$ cat config.mk
export PLATFORM = sky130hd
export DESIGN_NAME = pix_block_framer
export DESIGN_NICKNAME = d
export VERILOG_FILES = /design/src/rtl/pix_block_framer.sv
export SDC_FILE = /design/constraint.sdc
export NUM_CORES = 1
export LEC_CHECK = 0
export ABC_AREA = 1
export BUFFER_PORTS_ARGS = -buffer_cell sky130_fd_sc_hd__buf_4
export CAP_MARGIN = 20
export CORE_MARGIN = 3
export CORE_UTILIZATION = 40
export CTS_BUF_LIST = sky130_fd_sc_hd__clkbuf_4 sky130_fd_sc_hd__clkbuf_8 sky130_fd_sc_hd__clkbuf_16
export CTS_CLUSTER_SIZE = 8
export DETAILED_ROUTE_END_ITERATION = 7
export RECOVER_POWER = 100
export SYNTH_ARGS = -nofsm -noshare
export SYNTH_HDL_FRONTEND = slang
export SYNTH_SLANG_ARGS = --single-unit
$ cat constraint.sdc
create_clock -name clk -period 1.15 [get_ports clk]
set_clock_uncertainty 0.05 [all_clocks]
set_input_delay 0.23 -clock clk [delete_from_list [all_inputs] [get_ports clk]]
set_output_delay 0.23 -clock clk [all_outputs]
set_load 0.05 [all_outputs]
$ cat src/rtl/pix_block_framer.sv
`timescale 1ns/1ps
module pix_block_framer #(
  parameter int PIX_W    = 8,
  parameter int ROW_BITS = 3,
  localparam int IDX_W   = 2 * ROW_BITS
) (
  input  logic                    clk,
  input  logic                    rst_n,
  input  logic                    clr,
  input  logic                    strobe_i,
  input  logic [PIX_W-1:0]        pix_i,
  output logic                    ready_o,
  output logic                    smp_valid_o,
  output logic [IDX_W-1:0]        smp_index_o,
  output logic signed [PIX_W:0]   smp_data_o
);

  localparam logic [IDX_W-1:0] LAST   = IDX_W'((1 << IDX_W) - 1);
  localparam logic [PIX_W:0]   OFFSET = (PIX_W+1)'(1 << (PIX_W - 1));

  logic             busy;
  logic [IDX_W-1:0] cnt;
  logic             take;

  assign take    = busy | strobe_i;
  assign ready_o = ~busy;

  always_ff @(posedge clk or negedge rst_n) begin
    if (!rst_n) begin
      busy        <= 1'b0;
      cnt         <= '0;
      smp_valid_o <= 1'b0;
      smp_index_o <= '0;
      smp_data_o  <= '0;
    end else if (clr) begin
      busy        <= 1'b0;
      cnt         <= '0;
      smp_valid_o <= 1'b0;
    end else begin
      smp_valid_o <= take;
      if (take) begin
        smp_index_o <= cnt;
        smp_data_o  <= $signed({1'b0, pix_i} - OFFSET);
        cnt         <= cnt + 1'b1;
        busy        <= (cnt != LAST);
      end
    end
  end

  AST_START_AT_ZERO: assert property (@(posedge clk) disable iff (!rst_n)
    (ready_o && strobe_i && !clr) |=> (smp_valid_o && smp_index_o == '0));

  AST_IDLE_NO_TAKE: assert property (@(posedge clk) disable iff (!rst_n)
    (ready_o && !strobe_i) |=> !smp_valid_o);

  AST_INDEX_STEP: assert property (@(posedge clk) disable iff (!rst_n)
    (smp_valid_o && smp_index_o != LAST && !clr) |=>
      (smp_valid_o && smp_index_o == $past(smp_index_o) + 1'b1));

  AST_BUSY_NOT_READY: assert property (@(posedge clk) disable iff (!rst_n)
    (smp_valid_o && smp_index_o != LAST) |-> !ready_o);

  AST_LAST_READY: assert property (@(posedge clk) disable iff (!rst_n)
    (smp_valid_o && smp_index_o == LAST) |-> ready_o);

  AST_CLEAR_IDLE: assert property (@(posedge clk) disable iff (!rst_n)
    clr |=> (ready_o && !smp_valid_o));

endmodule

---- After elaboration in Yosys (flattened, before gate mapping) ----
Cells that the tools add are included.
storage, ports and cells
  flip-flop bits (word level) ............. 23
  word-level logic and storage cells ...... 18
operators by class
  $add $sub $neg .......................... 2
  equal/unequal tests ..................... 1
  multiplexer cells ....................... 5
  bitwise logic cells ..................... 3
  reductions and logical operators ........ 2
operators by type and width
  kind                                              count
  two-way mux 6 bit                                 2
  subtractor 8 x 8 -> 9 bit, second input constant  1
  adder 6 x 1 -> 6 bit, second input constant       1
  != test 6 bit, second input constant              1
  two-way mux 1 bit                                 3
  inverter 1 bit                                    2
  AND reduction 2 bit                               1
  nonzero test 2 bit                                1
  bitwise OR 1 bit                                  1

---- Longest topological paths before layout ----
Gate-level depths: netlist of the first run.
  word-level depth ........................ 3
  gate-level depth with buffers ........... 7

---- Least setup slack after synthesis of the first run ----
No wires, ideal clock.
  path kind ............................... reg-to-reg
  start ................................... reg busy
  end ..................................... reg smp_index_o[0]
  library setup time ...................... 0.120 ns
  arrival time ............................ 1.050 ns
  data required time ...................... 0.980 ns
  setup slack ............................. -0.069 ns
  stages on the path, launching flop included .. 8
  buffers on the path ..................... 1
  path through ............................ dfrtp_1 > inv_2 > nand2_4 > nand2_4 > inv_2 > buf_6 > nor2_2 > nor2_2
on the way
  word-level cells in the longest chain between the ends .. 2
RTL lines
  item                                  line  text
  from (decl)                           21    logic busy;
  from (signal assigned)                45    busy <= (cnt != LAST);
  bitwise OR 1 bit                      25    assign take = busy | strobe_i;
  AND reduction 2 bit (no source line)  -
  to (signal assigned)                  42    smp_index_o <= cnt;
  to (decl)                             14    output logic [IDX_W-1:0] smp_index_o,
No other way between the ends.
A chain may end at the register's enable or synchronous reset.

---- Worst setup path after layout of the first run ----
  start ................................... reg busy
  end ..................................... out ready_o
on the way
  word-level cells in the longest chain between the ends .. 1
RTL lines
  item            line  text
  inverter 1 bit  26    assign ready_o = ~busy;
  to (decl)       12    output logic ready_o,
No other way between the ends.

==> results of run 1 <==
synth_stat cells:
| cell | count | area [µm²] |
|---|---|---|
| nand2_4 | 2 | 22.5 |
| buf_6 | 3 | 33.8 |
| o22ai_1 | 1 | 6.26 |
| a31oi_2 | 1 | 12.5 |
| o21bai_1 | 1 | 7.51 |
| ha_1 | 1 | 12.5 |
| nand2_2 | 1 | 6.26 |
| buf_4 | 1 | 7.51 |
| nor2_1 | 5 | 18.8 |
| nand4_1 | 1 | 6.26 |
| nand2_1 | 38 | 143 |
| inv_1 | 9 | 33.8 |
| a21oi_1 | 1 | 5.00 |
| nor2_4 | 1 | 11.3 |
| o21ai_0 | 1 | 5.00 |
| nor2_2 | 3 | 18.8 |
| dfrtp_1 | 22 | 551 |
| nand3_1 | 3 | 15.0 |
| xnor2_1 | 1 | 8.76 |
| o21ai_1 | 5 | 25.0 |
| inv_2 | 2 | 7.51 |
state kept, by name, indices dropped and copies added (netlist names):
name,flops
smp_data_o,8
smp_valid_o,1
busy,1
cnt,6
smp_index_o,6
where the power goes:
| group | switching (µW) | internal [µW] | leakage, µW |
|---|---|---|---|
| registers | 50.5 | 837 | 0.000285 |
| logic | 349 | 232 | 0.000419 |
| clock network | 234 | 352 | 0.0000279 |
| total | 634 | 1420 | 0.000731 |
through the flow:
stage | utilization (%) | std cells | cell area (µm²) | power [µW] | worst slack [ps]
6_report | 63.2 | 174 | 1410 | 2060 | -70.2
5_1_grt | 63.2 | 174 | 1410 | 2160 | -125
4_1_cts | 60.7 | 168 | 1360 | 2060 | -91.3
3_5_place_dp | 53.2 | 158 | 1190 | 1380 | 20.6
3_3_place_gp | 53.2 | 158 | 1190 | 1380 | 40.3
2_1_floorplan | - | 103 | 961 | 1220 | 0.441
what timing repair did:
item / CTS / global route
gates cloned: 0 / 0
endpoints found under the setup margin: 17 / 33
pin swaps: 0 / 2
buffers inserted: 5 / 6
hold buffers: 1 / 0
hold endpoints to repair: 22 / 0
gates resized for setup: 18 / 7
logic make-up (layout without fill, tap and decap cells):
| kind of cell | Yosys count | in the layout | synth area share, % |
|---|---|---|---|
| AO/OA/AOI/OAI | 10 | 10 | 6.40 |
| AND/OR/NAND/NOR | 54 | 54 | 25.2 |
| flip-flops | 22 | 22 | 57.5 |
| adder cells (fa/ha/maj) | 1 | 1 | 1.31 |
| XOR/XNOR | 1 | 1 | 0.915 |
| buffers and inverters | 15 | 58 | 8.63 |
final timing paths:
kind | depth (start not counted) | slack [ps] | from | end
min in group asynchronous | 2 | 360 | rst_n | smp_index_o[4]
setup reg to reg | 5 | -30 | busy | cnt[0]
max in group asynchronous | 2 | 290 | rst_n | smp_data_o[7]
hold / removal | 2 | 40 | pix_i[7] | smp_data_o[7]
setup / recovery | 2 | -70 | busy | ready_o
hold reg to reg | 2 | 470 | smp_index_o[4] | smp_index_o[4]
area by class of cell:
cell class / instances / area [µm²]
multi-input combinational: 66 / 329
clock inverter: 1 / 30.0
tap: 28 / 35.0
clock buffer: 3 / 22.5
inverter: 11 / 46.3
timing repair buffer: 43 / 398
sequential: 22 / 552
fill: 213 / 821
per-layer routing:
metal,GRT usage [%],vias up,share of wire (%)
met1,18.3,368,43
met4,7.29,0,0.82
met3,2.68,2,4.0
met5,0,-,0
met2,20.5,13,52
li1,-,400,-
==> reports/qor.csv, run 1 <==
stage,metric,value,unit
outcome,outcome,finished with violations,
outcome,failing checks,negative setup slack,
die,Die Area,3020,µm²
setup_path,Critical Path AT,940,ps
sta,minimum clock period,1220,ps
global_route,vias in the first global route,676,
synthesis,Synth Net Count,116,
clock_network,clk_lat worst skew,310,ps
sta,RSZ-0062 raised after global routing,yes,
route,residual DRC count,0,
route,Pre-antenna DRT Iters,4,
run,Max-Cap Viols,0,
power,power per cell area,1460,nW/µm²
final_layout,"commonest non-fill, non-tap cells in the layout","37 x nand2_1, 22 x buf_4, 21 x dfrtp_1",
route,drt via density,4.50,
final_layout,nets,160,
die,Die H,54.9,µm
clock_network,clk root buf,clkbuf_4,
final_layout,P&R area growth vs syn,47.6,%
route,drt total wl,1940,µm
clock_network,clk buf depth,2,
setup_path,crit path cell chain,"inv_4, buf_8",
route,Final ANT Viol Nets,0,
setup_path,CP endpoint kind,primary output,
placed_design,I/O Buffers,28,
setup_path,Worst Path Buf+Inv,2,
sta,final setup margin,-70.2,ps
synthesis,synthesized cell area,957,µm²
setup_path,critical path class,flop to primary output,
global_route,largest net degree at the start of global routing,23,
setup_path,CP top delay family,flip-flops,
sta,fin. max-slew vios,0,
sta,Max Freq,820,MHz
synthesis,Syn Inst Count,103,
die,Die X,54.9,µm
placed_design,dpl hpwl,1330,µm
synthesis,number of distinct library cells after synthesis,21,
setup_path,crit path launch type,flop,
sta,setup_tns,-341,ps
die,Placeable Area,2230,µm²
clock_network,htree depth,1,
setup_path,"Req. time, crit path",870,ps
sta,Hold Slack,40.7,ps
sta,worst slew pin tran,534,ps
global_route,initial antenna violation count,0,
final_layout,diode count,0,
sta,fin crit share,106,%
die,Starting Density,42.9,%
route,Iter 0 DRT Violations,6,
global_route,All-Layer GR Usage,13.6,%
sta,"Hold Vio Cnt, Final",0,
sta,Max-slew headroom,64.4,%
setup_path,"Slowest-stage cell, CP",dfrtp_1,
final_layout,layout cell share with drive strength beyond 1,40.4,%
route,vias post-DR,783,
synthesis,register area share after synthesis,57.5,%
synthesis,Ys Warns,0,
synthesis,"FF+latch count, synth",22,
global_route,global-route wire length before repair,2890,µm
setup_path,crit path max fanout,3,
setup_path,crit-path max cell delay,410,ps
power,leakage power total,0.000731,µW
sta,setup violators final,21,
clock_network,CTS sink cnt,22,
clock_network,CTS tree,done,
die,I/O pin cnt,29,
die,row cnt,17,
final_layout,"commonest non-fill, non-tap cell in the layout",nand2_1,
min_path,Worst Hold Class,input port to flop,
clock_network,clock transition at the registers of the reported paths,120,ps
placed_design,Routability Congestion,0.805,
route,WL/cell,11.2,µm
synthesis,Syn Area/Cell,9.29,µm²
global_route,gr ovfl total,0,
clock_network,Num CTS Buffers,3,
power,Worst IR Drop VDD,0.000957,V
Note: power is estimated with default switching activity, not from simulation.
==> run 2, diff against run 1 <==
--- a/config.mk
+++ b/config.mk
@@ -6,13 +6,14 @@
 export NUM_CORES = 1
 export LEC_CHECK = 0
 export ABC_AREA = 1
-export BUFFER_PORTS_ARGS = -buffer_cell sky130_fd_sc_hd__buf_4
 export CAP_MARGIN = 20
 export CORE_MARGIN = 3
 export CORE_UTILIZATION = 40
 export CTS_BUF_LIST = sky130_fd_sc_hd__clkbuf_4 sky130_fd_sc_hd__clkbuf_8 sky130_fd_sc_hd__clkbuf_16
-export CTS_CLUSTER_SIZE = 8
+export CTS_CLUSTER_SIZE = 30
 export DETAILED_ROUTE_END_ITERATION = 7
+export DONT_BUFFER_PORTS = 1
+export MAX_ROUTING_LAYER = met4
 export RECOVER_POWER = 100
 export SYNTH_ARGS = -nofsm -noshare
 export SYNTH_HDL_FRONTEND = slang
==> run 2 against run 1 <==
  * The run still ends with negative setup slack left
  * Largest power group unchanged
  * Sequential power grew 22%
  * Non-clock buffer count shrank 21
  * Largest cell class unchanged
  * Critical path depth is the same
  * Fmax shrank 2.2%
==> reports/qor.csv, run 2 (synthesized netlist as in run 1, its figures left out) <==
stage,metric,value,unit,change
sta,Max-slew headroom,63.7,%,-0.72 points
clock_network,clk buf depth,2,,unchanged
final_layout,Filler cells,176,,-17%
sta,worst slew pin tran,545,ps,+10.8 ps
sta,fin. max-slew vios,0,,unchanged
final_layout,max FFs per register,8,,unchanged
power,Net Sw Frac,33.0,%,+2.1 points
power,Worst IR Drop VDD,0.00104,V,+8.7%
min_path,Worst Hold Class,input port to flop,,
power,leakage power total,0.000611,µW,-16%
setup_path,crit-path max cell delay,430,ps,+20 ps
sta,"Hold Vio Cnt, Final",0,,unchanged
setup_path,crit path cell chain,"inv_4, buf_8",,
setup_path,"Req. time, crit path",870,ps,about the same
final_layout,P&R area growth vs syn,41.3,%,
final_layout,nets,139,,-13%
global_route,gr ovfl total,0,,unchanged
power,Int Power,1350,µW,-4.9%
placed_design,Routability Congestion,0.746,,-7.3%
clock_network,CTS sink cnt,22,,unchanged
sta,RSZ-0062 raised after global routing,yes,,
global_route,initial antenna violation count,0,,unchanged
die,I/O pin cnt,29,,unchanged
setup_path,crit path launch type,flop,,
route,drt via density,4.75,,+5.4%
setup_path,CP endpoint kind,primary output,,
sta,Hold Slack,138,ps,+97.5 ps
outcome,failing checks,negative setup slack,,
clock_network,clk_lat worst skew,310,ps,about the same
final_layout,final std cells w/o fill,153,,-12%
final_layout,"commonest non-fill, non-tap cell in the layout",nand2_1,,
global_route,vias in the first global route,636,,-5.9%
final_layout,largest registers,"smp_data_o: 8 flops, cnt: 6 flops, smp_index_o: 6 flops",,
setup_path,crit path max fanout,2,,-1
route,vias post-DR,726,,-7.3%
setup_path,critical path class,flop to primary output,,
min_path,min-delay src,clr,,
power,Flop pwr share,53.6,%,+10 points
clock_network,clk root buf,clkbuf_4,,
clock_network,Num CTS Buffers,3,,unchanged
sta,minimum clock period,1250,ps,+27.1 ps
power,power per cell area,1490,nW/µm²,+2.4%
route,residual DRC count,0,,unchanged
setup_path,FF-to-FF Start,cnt[0],,
placed_design,I/O Buffers,0,,-100%
final_layout,Reg with most FFs,smp_data_o,,
placed_design,dpl hpwl,1280,µm,-4.0%
route,Final ANT Viol Nets,0,,unchanged
power,clock network fraction of total power,30.0,%,+1.5 points
outcome,outcome,finished with violations,,
route,Iter 0 DRT Violations,7,,+1
route,Pre-antenna DRT Iters,3,,-1
final_layout,layout cell share with drive strength beyond 1,45.6,%,+5.2 points
route,WL/cell,13.7,µm,+22%
clock_network,htree depth,1,,unchanged
sta,Max Freq,802,MHz,-2.2%
global_route,All-Layer GR Usage,14.7,%,+1.1 points
setup_path,Crit. Startpoint,busy,,
run,Max-Cap Viols,0,,unchanged
clock_network,CTS tree,done,,
die,Die X,54.9,µm,unchanged
placed_design,Inst Count DP,133,,-16%
final_layout,diode count,0,,unchanged
setup_path,"Slowest-stage cell, CP",dfrtp_1,,
sta,fin crit share,108,%,+2.4 points
die,Die H,54.9,µm,unchanged
die,Placeable Area,2230,µm²,unchanged
die,Starting Density,42.9,%,unchanged
global_route,largest net degree at the start of global routing,23,,unchanged
power,Power Total,2020,µW,-1.9%
die,Die Area,3020,µm²,unchanged
clock_network,clock transition at the registers of the reported paths,130,ps,about the same
setup_path,Critical Path AT,970,ps,+30 ps
power,P_sw,664,µW,+4.8%
power,combinational group share of total power,16.5,%,-12 points
global_route,global-route wire length before repair,3080,µm,+6.4%
route,drt total wl,2090,µm,+7.6%
die,row cnt,17,,unchanged
sta,final setup margin,-97.3,ps,-27.1 ps
final_layout,"commonest non-fill, non-tap cells in the layout","25 x nand2_1, 14 x nand2_2, 12 x dfrtp_2",,
sta,setup violators final,22,,+4.8%
[run 2: cell types whose count changed in the layout (fill, tap and decap cells not counted), sizes merged]
cell	delta
clkbuf	+1
dlygate4sd3	+8
buf	-30
[run 2: worst max-delay path: cells and delay by family, from the launching register on]
kind,cells,cell delay (ps)
buffers and inverters,2,230
flip-flops,1,430
[run 2: final timing paths]
path | to | slack [ps] | depth (start not counted)
setup / recovery | ready_o | -100 | 2
setup reg to reg | cnt[4] | -70 | 6
hold reg to reg | busy | 500 | 1
min in group asynchronous | smp_index_o[4] | 380 | 2
max in group asynchronous | smp_data_o[7] | 260 | 2
hold / removal | cnt[3] | 140 | 3
[run 2: what timing repair did]
item | CTS | global route
endpoints found under the setup margin | 17 | 36
hold buffers | 8 | 2
setup buffers | 2 | 4
hold endpoints to repair | 30 | 22
pin swaps | 0 | 9
gates resized for setup | 23 | 25
[run 2: final cells by class]
cell class	instances	area [µm²]	area share, %
Inverter	11	51.3	3.79
Clock inverter	1	30.0	2.22
Tap cell	28	35.0	2.59
Timing Repair Buffer	22	231	17.1
Sequential cell	22	569	42.1
Clock buffer	3	22.5	1.67
Multi-Input combinational cell	66	413	30.5
[run 2: power by group through the flow]
stage                     combinational [µW]  clock (µW)  sequential (µW)
after detailed placement                 186           0             1070
after CTS                                254         600             1070
after global routing                     361         636             1090
after floorplan                          152           0             1070
final                                    332         604             1080
after global placement                   182           0             1070
[run 2: routing by layer]
metal  up-vias  share of wire [%]  GRT usage [%]
met2        20                 52           21.5
met5         -                  0              -
li1        359                  -              -
met1       341                 41           20.6
met4         0                2.4           4.86
met3         6                3.9           2.68
[run 2: stage by stage]
stage	setup slack, ps	utilization [%]	instance area (µm²)	setup TNS [ps]
2_1_floorplan	0.441	-	961	0
5_1_grt	-152	60.6	1350	-1980
4_1_cts	-96.8	54.8	1220	-387
3_5_place_dp	25.0	44.8	1000	0
6_report	-97.3	60.6	1350	-632
3_3_place_gp	65.7	44.8	1000	0
==> run 3, diff against run 2 <==
--- a/config.mk
+++ b/config.mk
@@ -13,7 +13,6 @@
 export CTS_CLUSTER_SIZE = 30
 export DETAILED_ROUTE_END_ITERATION = 7
 export DONT_BUFFER_PORTS = 1
-export MAX_ROUTING_LAYER = met4
 export RECOVER_POWER = 100
 export SYNTH_ARGS = -nofsm -noshare
 export SYNTH_HDL_FRONTEND = slang
==> run 3 against run 2 <==
  * Non-clock buffer count fell by 1
  * Clock-buffer cell count unchanged
  * Final cell count shrank 0.65%
  * Highest routed layer is now met3
  * The flow still finishes with violations (negative setup slack)
  * First-iteration DRC count is 14% higher
==> reports/qor.csv, run 3 (synthesized netlist as in run 1, its figures left out) <==
stage,metric,value,unit,change
outcome,outcome,finished with violations,,
outcome,failing checks,negative setup slack,,
final_layout,largest registers,"smp_data_o: 8 flops, cnt: 6 flops, smp_index_o: 6 flops",,
route,Pre-antenna DRT Iters,4,,+1
route,drt total wl,2000,µm,-4.2%
setup_path,reg2reg end,cnt[4],,
route,WL/cell,13.2,µm,-3.6%
global_route,largest net degree at the start of global routing,23,,unchanged
setup_path,R2R setup slack,-60,ps,about the same
die,Die Area,3020,µm²,unchanged
clock_network,clk root buf,clkbuf_4,,
die,I/O pin cnt,29,,unchanged
die,Placeable Area,2230,µm²,unchanged
sta,RSZ-0062 raised after global routing,yes,,
clock_network,CTS tree,done,,
route,wl on met1,864,µm,-0.12%
sta,final setup margin,-89.7,ps,+7.59 ps
setup_path,FF-to-FF Start,cnt[0],,
route,Iter 0 DRT Violations,8,,+1
clock_network,clock transition at the registers of the reported paths,130,ps,about the same
setup_path,critical path class,flop to primary output,,
route,vias post-DR,710,,-2.2%
final_layout,layout cell share with drive strength beyond 1,44.4,%,-1.2 points
placed_design,DP Area,1000,µm²,unchanged
final_layout,P&R area growth vs syn,38.3,%,
global_route,global-route wire length before repair,3080,µm,unchanged
final_layout,final instance area,1320,µm²,-2.1%
clock_network,clk buf depth,2,,unchanged
placed_design,Routability Congestion,0.737,,-1.2%
placed_design,I/O Buffers,0,,unchanged
setup_path,"Slowest-stage cell, CP",dfrtp_1,,
placed_design,dpl hpwl,1280,µm,unchanged
global_route,gr ovfl total,0,,unchanged
setup_path,crit-path max cell delay,420,ps,about the same
power,leakage power total,0.000604,µW,-1.1%
final_layout,max FFs per register,8,,unchanged
setup_path,CP endpoint kind,primary output,,
run,Max-Cap Viols,0,,unchanged
sta,Max-slew headroom,63.6,%,-0.078 points
die,Die X,54.9,µm,unchanged
global_route,initial antenna violation count,0,,unchanged
clock_network,CTS sink cnt,22,,unchanged
setup_path,Critical Path AT,960,ps,about the same
sta,fin. max-slew vios,0,,unchanged
clock_network,Num CTS Buffers,3,,unchanged
final_layout,nets,138,,-0.72%
global_route,vias in the first global route,636,,unchanged
min_path,Worst Hold Class,input port to flop,,
power,power per cell area,1510,nW/µm²,+1.1%
power,Worst IR Drop VDD,0.000909,V,-13%
route,met3 routed WL,81,µm,unchanged
route,drt via density,4.67,,-1.6%
sta,Hold Slack,133,ps,-5.68 ps
setup_path,R2R depth,6,,unchanged
final_layout,diode count,0,,unchanged
setup_path,Crit. Startpoint,busy,,
setup_path,Worst Setup EP,ready_o,,
route,Final ANT Viol Nets,0,,unchanged
final_layout,"commonest non-fill, non-tap cell in the layout",nand2_1,,
sta,Max Freq,807,MHz,+0.61%
sta,worst slew pin tran,546,ps,+1.17 ps
clock_network,clk_lat worst skew,310,ps,about the same
die,row cnt,17,,unchanged
route,residual DRC count,0,,unchanged
clock_network,htree depth,1,,unchanged
placed_design,dpl ws,25.0,ps,unchanged
die,Die H,54.9,µm,unchanged
setup_path,"Req. time, crit path",870,ps,about the same
setup_path,crit path max fanout,2,,unchanged
setup_path,crit path launch type,flop,,
final_layout,"commonest non-fill, non-tap cells in the layout","26 x nand2_1, 13 x nand2_2, 12 x dfrtp_2",,
sta,setup violators final,21,,-4.5%
sta,fin crit share,108,%,-0.66 points
sta,"Hold Vio Cnt, Final",0,,unchanged
die,Starting Density,42.9,%,unchanged
global_route,All-Layer GR Usage,14.3,%,-0.40 points
route,metal2 WL,1060,µm,-3.2%
final_layout,final core occ,59.3,%,-1.3 points
final_layout,Reg with most FFs,smp_data_o,,
route,Max Used Layer,met3,,
sta,minimum clock period,1240,ps,-7.59 ps
setup_path,crit path cell chain,"inv_4, buf_8",,
[run 3: cell count changes in the layout (fill, tap and decap cells not counted)]
cell      previous run  this run
nand2_1             25        26
nor2_2               1         3
nor2_4               4         2
clkbuf_4             4         3
nand2_2             14        13
a31oi_4              1         0
a31oi_2              0         1
[run 3: worst min path at each step]
stage | from | endpoint | slack (ps) | cells past startpoint
2_1_floorplan | rst_n | busy | -120 | 0
3_3_place_gp | rst_n | cnt[5] | -110 | 0
3_5_place_dp | rst_n | cnt[3] | -120 | 0
4_1_cts | rst_n | smp_index_o[5] | -460 | 0
5_1_grt | clr | cnt[3] | 170 | 3
6_report | clr | cnt[3] | 130 | 3
[run 3: repair_timing]
action	in CTS	in global routing
gates resized for setup	23	22
setup buffers	2	3
hold endpoints to repair	30	22
endpoints found under the setup margin	17	36
pin swaps	0	8
hold buffers	8	2
[run 3: metal layers]
layer | vias to the layer above | GRT usage [%]
li1 | 360 | -
met1 | 333 | 20.3
met2 | 17 | 21.5
met3 | 0 | 3.22
met4 | 0 | 4.86
met5 | - | 0
[run 3: worst max-delay path, delay by kind of cell (launching register included)]
kind | cells | cell delay [ps]
buffers and inverters | 2 | 230
DFF | 1 | 420
[run 3: final cells by class]
| type | instances | area (µm²) |
|---|---|---|
| Timing Repair Buffer | 21 | 224 |
| Clock inverter | 1 | 30.0 |
| Multi-Input combinational cell | 66 | 392 |
| Tap cell | 28 | 35.0 |
| Clock buffer | 3 | 22.5 |
| Fill cell | 182 | 910 |
| Sequential cell | 22 | 569 |
| Inverter | 11 | 51.3 |
[run 3: where the power goes]
part           total, µW  switching (µW)  internal (µW)
Combinational        317             170            147
Clock                597             245            352
Sequential          1080             234            845
[run 3: through the flow]
stage	TNS, ps	power [µW]	std cells
final	-513	1990	152
after global routing	-2050	2070	152
after CTS	-387	1930	147
after detailed placement	0	1260	133
after global placement	0	1250	133
after floorplan	0	1220	103
